--- src/rtl/led_chain_ctrl.sv ---
module led_chain_ctrl #(
  parameter int NPORT = 8,
  parameter int PSW   = 6,
  parameter int UDW   = 32,
  parameter int DBGW  = 17,
  parameter int PHW   = 7,
  parameter int UNIT  = 64
) (
  input  logic                         clk,
  input  logic                         rst_n,
  input  logic                         cfg_we,
  input  logic [3:0]                   cfg_addr,
  input  logic [UDW-1:0]               cfg_wdata,
  input  logic [NPORT*PSW-1:0]         port_stat,
  input  logic [NPORT*$clog2(PSW+1)-1:0] port_len,
  input  logic [DBGW-1:0]              dbg_word,
  output logic                         led_sclk,
  output logic                         led_sdata,
  output logic                         led_latch
);
  localparam int LW = $clog2(PSW + 1);
  localparam int CW = $clog2(UDW + 1);
  localparam int IW = $clog2(UDW > DBGW ? UDW : DBGW);
  localparam int PW = NPORT > 1 ? $clog2(NPORT) : 1;
  localparam int HW = PHW + $clog2(UNIT) + 1;

  localparam logic [2:0] SEG_HEAD = 3'd0, SEG_PORT = 3'd1, SEG_DBG = 3'd2,
                         SEG_TAIL = 3'd3, SEG_LATCH = 3'd4;

  logic             en_r, pol_r, dbgen_r;
  logic [PHW-1:0]   phase_r;
  logic [NPORT-1:0] pen_r;
  logic [CW-1:0]    hcnt_r, tcnt_r;
  logic [UDW-1:0]   hdat_r, tdat_r;

  function automatic logic [CW-1:0] clamp_cnt(input logic [CW-1:0] v);
    return (v > CW'(UDW)) ? CW'(UDW) : v;
  endfunction

  always_ff @(posedge clk or negedge rst_n) begin
    if (!rst_n) begin
      en_r <= 1'b0; pol_r <= 1'b0; dbgen_r <= 1'b0; phase_r <= PHW'(4);
      pen_r <= '0; hcnt_r <= '0; tcnt_r <= '0; hdat_r <= '0; tdat_r <= '0;
    end else if (cfg_we) begin
      case (cfg_addr)
        4'd0:  en_r    <= cfg_wdata[0];
        4'd1:  phase_r <= cfg_wdata[PHW-1:0];
        4'd2:  pol_r   <= cfg_wdata[0];
        4'd3:  dbgen_r <= cfg_wdata[0];
        4'd4:  pen_r   <= cfg_wdata[NPORT-1:0];
        4'd5:  hcnt_r  <= clamp_cnt(cfg_wdata[CW-1:0]);
        4'd6:  tcnt_r  <= clamp_cnt(cfg_wdata[CW-1:0]);
        4'd8:  hdat_r  <= cfg_wdata;
        4'd9:  hdat_r  <= hdat_r | cfg_wdata;
        4'd10: hdat_r  <= hdat_r & ~cfg_wdata;
        4'd12: tdat_r  <= cfg_wdata;
        4'd13: tdat_r  <= tdat_r | cfg_wdata;
        4'd14: tdat_r  <= tdat_r & ~cfg_wdata;
        default: ;
      endcase
    end
  end

  logic [LW-1:0]    lv_len [NPORT];
  logic [NPORT-1:0] lv_mask;
  for (genvar g = 0; g < NPORT; g++) begin : g_live
    assign lv_len[g]  = (port_len[g*LW +: LW] > LW'(PSW)) ? LW'(PSW) : port_len[g*LW +: LW];
    assign lv_mask[g] = pen_r[g] && (lv_len[g] != '0);
  end

  // frame snapshot
  logic             s_pol, s_dbgen;
  logic [CW-1:0]    s_hcnt, s_tcnt;
  logic [UDW-1:0]   s_hdat, s_tdat;
  logic [DBGW-1:0]  s_dbg;
  logic [HW-1:0]    s_half;
  logic [PSW-1:0]   s_stat [NPORT];
  logic [LW-1:0]    s_len  [NPORT];
  logic [NPORT-1:0] s_mask;

  logic          run, hi;
  logic [2:0]    seg;
  logic [PW-1:0] pidx;
  logic [IW-1:0] bidx;
  logic [HW-1:0] cnt;

  function automatic logic [PW+2:0] seek(input logic [2:0] sg, input logic [PW-1:0] pf,
                                         input logic [CW-1:0] hc, input logic [NPORT-1:0] m,
                                         input logic de, input logic [CW-1:0] tc);
    logic [PW+2:0] r;
    logic hit;
    r = {SEG_LATCH, {PW{1'b0}}};
    hit = 1'b0;
    if (sg == SEG_HEAD && hc != '0) begin r = {SEG_HEAD, {PW{1'b0}}}; hit = 1'b1; end
    if (!hit && sg <= SEG_PORT)
      for (int i = NPORT - 1; i >= 0; i--)
        if (m[i] && (sg == SEG_HEAD || i >= int'(pf))) begin r = {SEG_PORT, PW'(i)}; hit = 1'b1; end
    if (!hit && sg <= SEG_DBG && de) begin r = {SEG_DBG, {PW{1'b0}}}; hit = 1'b1; end
    if (!hit && sg <= SEG_TAIL && tc != '0) r = {SEG_TAIL, {PW{1'b0}}};
    return r;
  endfunction

  logic [CW-1:0]  seg_len;
  logic [PW+2:0]  nxt, first;
  logic           tick, load, cur_bit;
  logic [HW-1:0]  half_live;

  always_comb begin
    case (seg)
      SEG_HEAD: seg_len = s_hcnt;
      SEG_PORT: seg_len = CW'(s_len[pidx]);
      SEG_DBG:  seg_len = CW'(DBGW);
      SEG_TAIL: seg_len = s_tcnt;
      default:  seg_len = '0;
    endcase
    case (seg)
      SEG_HEAD: nxt = seek(SEG_PORT, '0, s_hcnt, s_mask, s_dbgen, s_tcnt);
      SEG_PORT: nxt = (pidx == PW'(NPORT - 1)) ? seek(SEG_DBG, '0, s_hcnt, s_mask, s_dbgen, s_tcnt)
                                               : seek(SEG_PORT, pidx + 1'b1, s_hcnt, s_mask, s_dbgen, s_tcnt);
      SEG_DBG:  nxt = seek(SEG_TAIL, '0, s_hcnt, s_mask, s_dbgen, s_tcnt);
      default:  nxt = {SEG_LATCH, {PW{1'b0}}};
    endcase
    case (seg)
      SEG_HEAD: cur_bit = s_hdat[bidx];
      SEG_PORT: cur_bit = s_stat[pidx][bidx[LW-1:0]];
      SEG_DBG:  cur_bit = s_dbg[bidx];
      SEG_TAIL: cur_bit = s_tdat[bidx];
      default:  cur_bit = 1'b0;
    endcase
  end

  assign first     = seek(SEG_HEAD, '0, hcnt_r, lv_mask, dbgen_r, tcnt_r);
  assign half_live = HW'(phase_r == '0 ? PHW'(1) : phase_r) * HW'(UNIT);
  assign tick      = (cnt == s_half - 1'b1);
  assign load      = en_r && (!run || (tick && hi && seg == SEG_LATCH));

  always_ff @(posedge clk or negedge rst_n) begin
    if (!rst_n) begin
      run <= 1'b0; hi <= 1'b0; cnt <= '0; seg <= SEG_HEAD; pidx <= '0; bidx <= '0;
      s_pol <= 1'b0; s_dbgen <= 1'b0; s_hcnt <= '0; s_tcnt <= '0; s_hdat <= '0;
      s_tdat <= '0; s_dbg <= '0; s_half <= HW'(1); s_mask <= '0;
      for (int i = 0; i < NPORT; i++) begin s_stat[i] <= '0; s_len[i] <= '0; end
    end else if (load) begin
      run <= 1'b1; hi <= 1'b0; cnt <= '0;
      {seg, pidx} <= first; bidx <= '0;
      s_pol <= pol_r; s_dbgen <= dbgen_r; s_hcnt <= hcnt_r; s_tcnt <= tcnt_r;
      s_hdat <= hdat_r; s_tdat <= tdat_r; s_dbg <= dbg_word; s_half <= half_live;
      s_mask <= lv_mask;
      for (int i = 0; i < NPORT; i++) begin
        s_stat[i] <= port_stat[i*PSW +: PSW];
        s_len[i]  <= lv_len[i];
      end
    end else if (!en_r) begin
      run <= 1'b0; hi <= 1'b0; cnt <= '0;
    end else if (tick) begin
      cnt <= '0;
      hi  <= !hi;
      if (hi) begin
        if (CW'(bidx) + 1'b1 < seg_len) bidx <= bidx + 1'b1;
        else begin {seg, pidx} <= nxt; bidx <= '0; end
      end
    end else begin
      cnt <= cnt + 1'b1;
    end
  end

  assign led_sclk  = run && hi && (seg != SEG_LATCH);
  assign led_latch = run && (seg == SEG_LATCH);
  assign led_sdata = run ? (cur_bit ^ s_pol) : pol_r;

  AST_LATCH_CLK_LOW: assert property (@(posedge clk) disable iff (!rst_n)
    led_latch |-> !led_sclk);
  AST_DATA_AT_FALL: assert property (@(posedge clk) disable iff (!rst_n)
    (run && $past(run) && !$stable(led_sdata)) |-> ($fell(led_sclk) || $fell(led_latch)));
  AST_IDLE_QUIET: assert property (@(posedge clk) disable iff (!rst_n)
    !en_r |=> (!led_sclk && !led_latch));
  AST_TIMER_BOUND: assert property (@(posedge clk) disable iff (!rst_n)
    run |-> (cnt < s_half));
  AST_HEAD_CLAMP: assert property (@(posedge clk) disable iff (!rst_n)
    (run && seg == SEG_HEAD) |-> (CW'(bidx) < s_hcnt && s_hcnt <= CW'(UDW)));
  AST_DBG_GATE: assert property (@(posedge clk) disable iff (!rst_n)
    (run && seg == SEG_DBG) |-> s_dbgen);
endmodule

--- config.mk ---
export PLATFORM = sky130hd
export DESIGN_NAME = led_chain_ctrl
export DESIGN_NICKNAME = d
export VERILOG_FILES = /design/src/rtl/led_chain_ctrl.sv
export SDC_FILE = /design/constraint.sdc
export NUM_CORES = 1
export LEC_CHECK = 0
export ABC_AREA = 1
export CORE_UTILIZATION = 30
export CTS_BUF_LIST = sky130_fd_sc_hd__clkbuf_4 sky130_fd_sc_hd__clkbuf_8
export DETAILED_ROUTE_END_ITERATION = 6
export PLACE_DENSITY = 0.49
export SLEW_MARGIN = 20
export SYNTH_ARGS = -nofsm -noshare
export SYNTH_HDL_FRONTEND = slang
export SYNTH_SLANG_ARGS = --single-unit
--- constraint.sdc ---
create_clock -name clk -period 3.62 [get_ports clk]
set_input_delay 0.543 -clock clk [delete_from_list [all_inputs] [get_ports clk]]
set_output_delay 0.543 -clock clk [all_outputs]
set_load 0.05 [all_outputs]
==> metrics.md <==
| Metric | Value |
|---|---|
| Outcome | finished, final reports clean |
| Int Power | around 8.4 mW |
| Synth area leader | dfrtp_1 |
| Largest cells by area after synthesis | dfrtp_1 (50%), nand2_1 (18%), o21ai_0 (8.9%), inv_1 (6.4%), nor2_1 (2.9%) |
| Compound-Gate Fraction of Synth Area | 0.1337 |
| Total core area | ~49000 sq um |
| Final wirelength | 43770 um |
| Netlist Area Pre-Place | around 15000 sq um |
| Placed inst area | 17090 sq um |
| Ys async rst share | 1.000 |
| WP data required | 3.08 ns |
| Leak Pwr | 9.037 nW |
| Main combinational cell family by area after synthesis | simple AND/OR/NAND/NOR gates |
| Starting Density | 0.3069 |
| Clk network pwr share | 0.267 |
| Mux share of post-synthesis cell area | 0.0007435 |
| Detail Placement HPWL | 29790 um |
| Arrival @ worst endpoint | 2.80 ns |
| Sw Share | 0.3790 |
| Post-synth top area share | 0.4990 |
| Wire length per cell | 15.43 um |
| Comb power frac | 0.327 |
| Yosys cell types | 45 |
| Pwr dens | roughly 730 nW/um^2 |
| Setup Viol. Count Final | 0 |
| Post-CTS Setup Bufs | 0 |
| Kind of critical path | flop to primary output |
| RSZ-0062 raised after global routing | false |
| Syn_nets | 2149 |
| Post-DRT Antenna Nets | 0 |
| #FFs+latches synth | around 300 |
| Synthesis-to-finish area growth | 21.26% |
| Register area share after synthesis | 0.5024 |
| Vias | 13100 |
| MaxCap Viol Count | 0 |
| Total power | 13.49 mW |
| Worst Max-Slew Pin Slew | 0.9810 ns |
| Post-Synth Simple-Gate Area | 0.2456 |
| Syn_area_per_cell | 7.543 sq um |
| Fin. max-slew vios | 0 |
| Nets | 2271 |
| Drt via density | between 4 and 5 |
| FMAX | 299.0 MHz |
| Sequential Power Share | 0.407 |
| Max Root-Sink Buffers | 3 |
| Relative slew slack | 0.3460 |
| DRT iter0 DRCs | 808 |
| IO Port Bufs | 130 |
| GRT overflow | 0 |
| Clock slew at reported path FFs | 0.06 ns |
| Switch Pwr | 5.111 mW |
| Critical path launch point type | flop |
| Dpl ws | slightly above 0.5 ns |
| Std cell rows | 81 |
| VDD IR max | about 270 uV |
| Clk_skew | 0.01240 ns |
| Finished layout cell area | 18370 sq um |
| Num CTS Buffers | 55 |
| I/O pin total | about 130 |
| Worst setup EP type | primary output |
| Remaining routing DRC violations | 0 |
| Final hold viol count | 0 |
| Clk Latency, worst-skew pair | 0.63 ns |
| Final Worst Setup Slack | 0.2753 ns |
| Global-route wire length before repair | 70860 um |
| TNS Setup | 0 ns |
| Commonest cells after routing, fill and taps aside | nand2_1 (708), dfrtp_1 (299), o21ai_0 (269), inv_1 (258), clkdlybuf4s50_1 (128) |
| Share of layout cells above drive strength 1 | 0.07179 |
| Antenna cells | 0 |
| First drt pass iteration count | 4 |
| EDFF count, synth | 0 |
| Commonest non-fill, non-tap cell in the layout | nand2_1 |
| Root buffer cell | clkbuf_8 |
| Min Tclk post-route | 3.345 ns |
| Worst-path fanout max | 9 |
| Worst Hold Class | input pin to flop |
| TritonCTS clock tree | yes |
| Initial antenna violation count | 0 |
| Clk sinks | 304 |
| Top_reg_cell synth | dfrtp_1 |
| GPL Wtd Cong | 0.8818 |
| Post-synthesis xor/xnor area fraction | 0.009252 |
| Period utilisation layout | 0.9240 |
| Vias in the first global route | 13120 |
| Warnings from Yosys | 0 |
| Die W | 226.7 um |
| Post-Synth Adder-Cell Area | 0.01074 |
| Die Height | 226.7 um |
| H-tree lvl count | 2 |
| Die Area | 51390 sq um |
| Pin count of the biggest net entering global routing | about 110 |
| GRT Resource Usage Total | 0.1746 |
| Mapped Cells | 2008 |
## area by class of cell
type | count | area, sq um
Tap cell | 664 | 830.8
Fill cell | 5192 | 30990
Sequential cell | 304 | 7614
Multi-Input combinational cell | 1349 | 6115
Timing Repair Buffer | 156 | 1580
Inverter | 264 | 991.0
Clock buffer | 89 | 1125
Clock inverter | 11 | 111.4
## final timing paths
| check | from | endpoint | slack, ns | cells after the start |
|---|---|---|---|---|
| max | bidx[1] | led_sdata | 0.28 | 14 |
| min | port_stat[45] | s_stat[3] | 0.45 | 3 |
| max reg2reg | s_half[0] | pidx[2] | 0.76 | 15 |
| min reg2reg | s_dbg[9] | s_dbg[9] | 0.48 | 2 |
| max in group asynchronous | rst_n | bidx[2] | 2.21 | 3 |
| min in group asynchronous | rst_n | s_len[1] | 0.50 | 2 |
## through the flow
step | utilization | hold slack [ns] | instances
CTS | 0.3716 | 0.3990 | 2837
floorplan | - | 0.2474 | 2008
finish | 0.3721 | 0.4550 | 2837
global placement | 0.3462 | 0.4649 | 2736
detailed placement | 0.3462 | 0.4624 | 2736
global route | 0.3721 | 0.4259 | 2837
## metal layers
| metal | part of all wire | vias up | global-route usage |
|---|---|---|---|
| met4 | 0.023 | 0 | 0.05035 |
| met2 | 0.46 | 235 | 0.2811 |
| met1 | 0.48 | 6209 | 0.2389 |
| met3 | 0.041 | 75 | 0.03032 |
| li1 | - | 6577 | - |
| met5 | 0 | - | 0 |
## power by group through the flow
stage	Clock, mW	Combinational [mW]	Sequential (mW)
6_report	3.60	4.40	5.48
5_1_grt	3.85	5.16	5.61
4_1_cts	3.72	4.47	5.48
3_5_place_dp	0	4.43	5.52
3_3_place_gp	0	4.36	5.53
2_1_floorplan	0	3.28	5.22
## logic make-up after synthesis
| family | after synthesis |
|---|---|
| and+or+nand+nor | 937 |
| AOI/OAI and AO/OA | 382 |
| buffers and inverters | 355 |
| DFF | 304 |
| xor gates and xnor gates | 16 |
| adders and majority gates | 13 |
| muxes | 1 |
## synth_stat cells, types with 6 or more instances
master / instances
a21oi_1: 31
buf_2: 32
buf_6: 13
clkbuf_1: 43
dfrtp_1: 302
ha_1: 13
inv_1: 259
nand2_1: 708
nand3_1: 68
nand4_1: 17
nor2_1: 115
nor3_1: 10
nor4_1: 9
o211ai_1: 16
o21ai_0: 269
o21ai_1: 40
o31ai_1: 8
xnor2_1: 6
xor2_1: 10
## flip-flops by register name, summed over array words and instances, names as in the netlist, 7 cells and up
name and cells:
s_len 24, s_hdat 32, s_mask 8, hdat_r 32
s_dbg 17, pen_r 8, phase_r 7, s_half 8
cnt 14, s_stat 48, tdat_r 32, s_tdat 32
## worst max-delay path, stage by stage (launching register included)
cell	delay (ns)
dfrtp_2	0.49
nand2_1	0.20
inv_2	0.14
a21oi_2	0.18
nand4_1	0.15
nand3_1	0.10
nand2_1	0.07
nand2_1	0.06
nand2_1	0.06
nor2_1	0.17
nand2_1	0.08
nand2_1	0.06
nand3_1	0.07
nand2_1	0.18
buf_12	0.17
## what timing repair did
action	CTS	global route
endpoints found under the setup margin	1	1
endpoints found under the hold margin	79	0
hold buffers	1	0
resized for setup	3	10
pin swaps	0	0
Note: power is estimated with default switching activity, not from simulation.
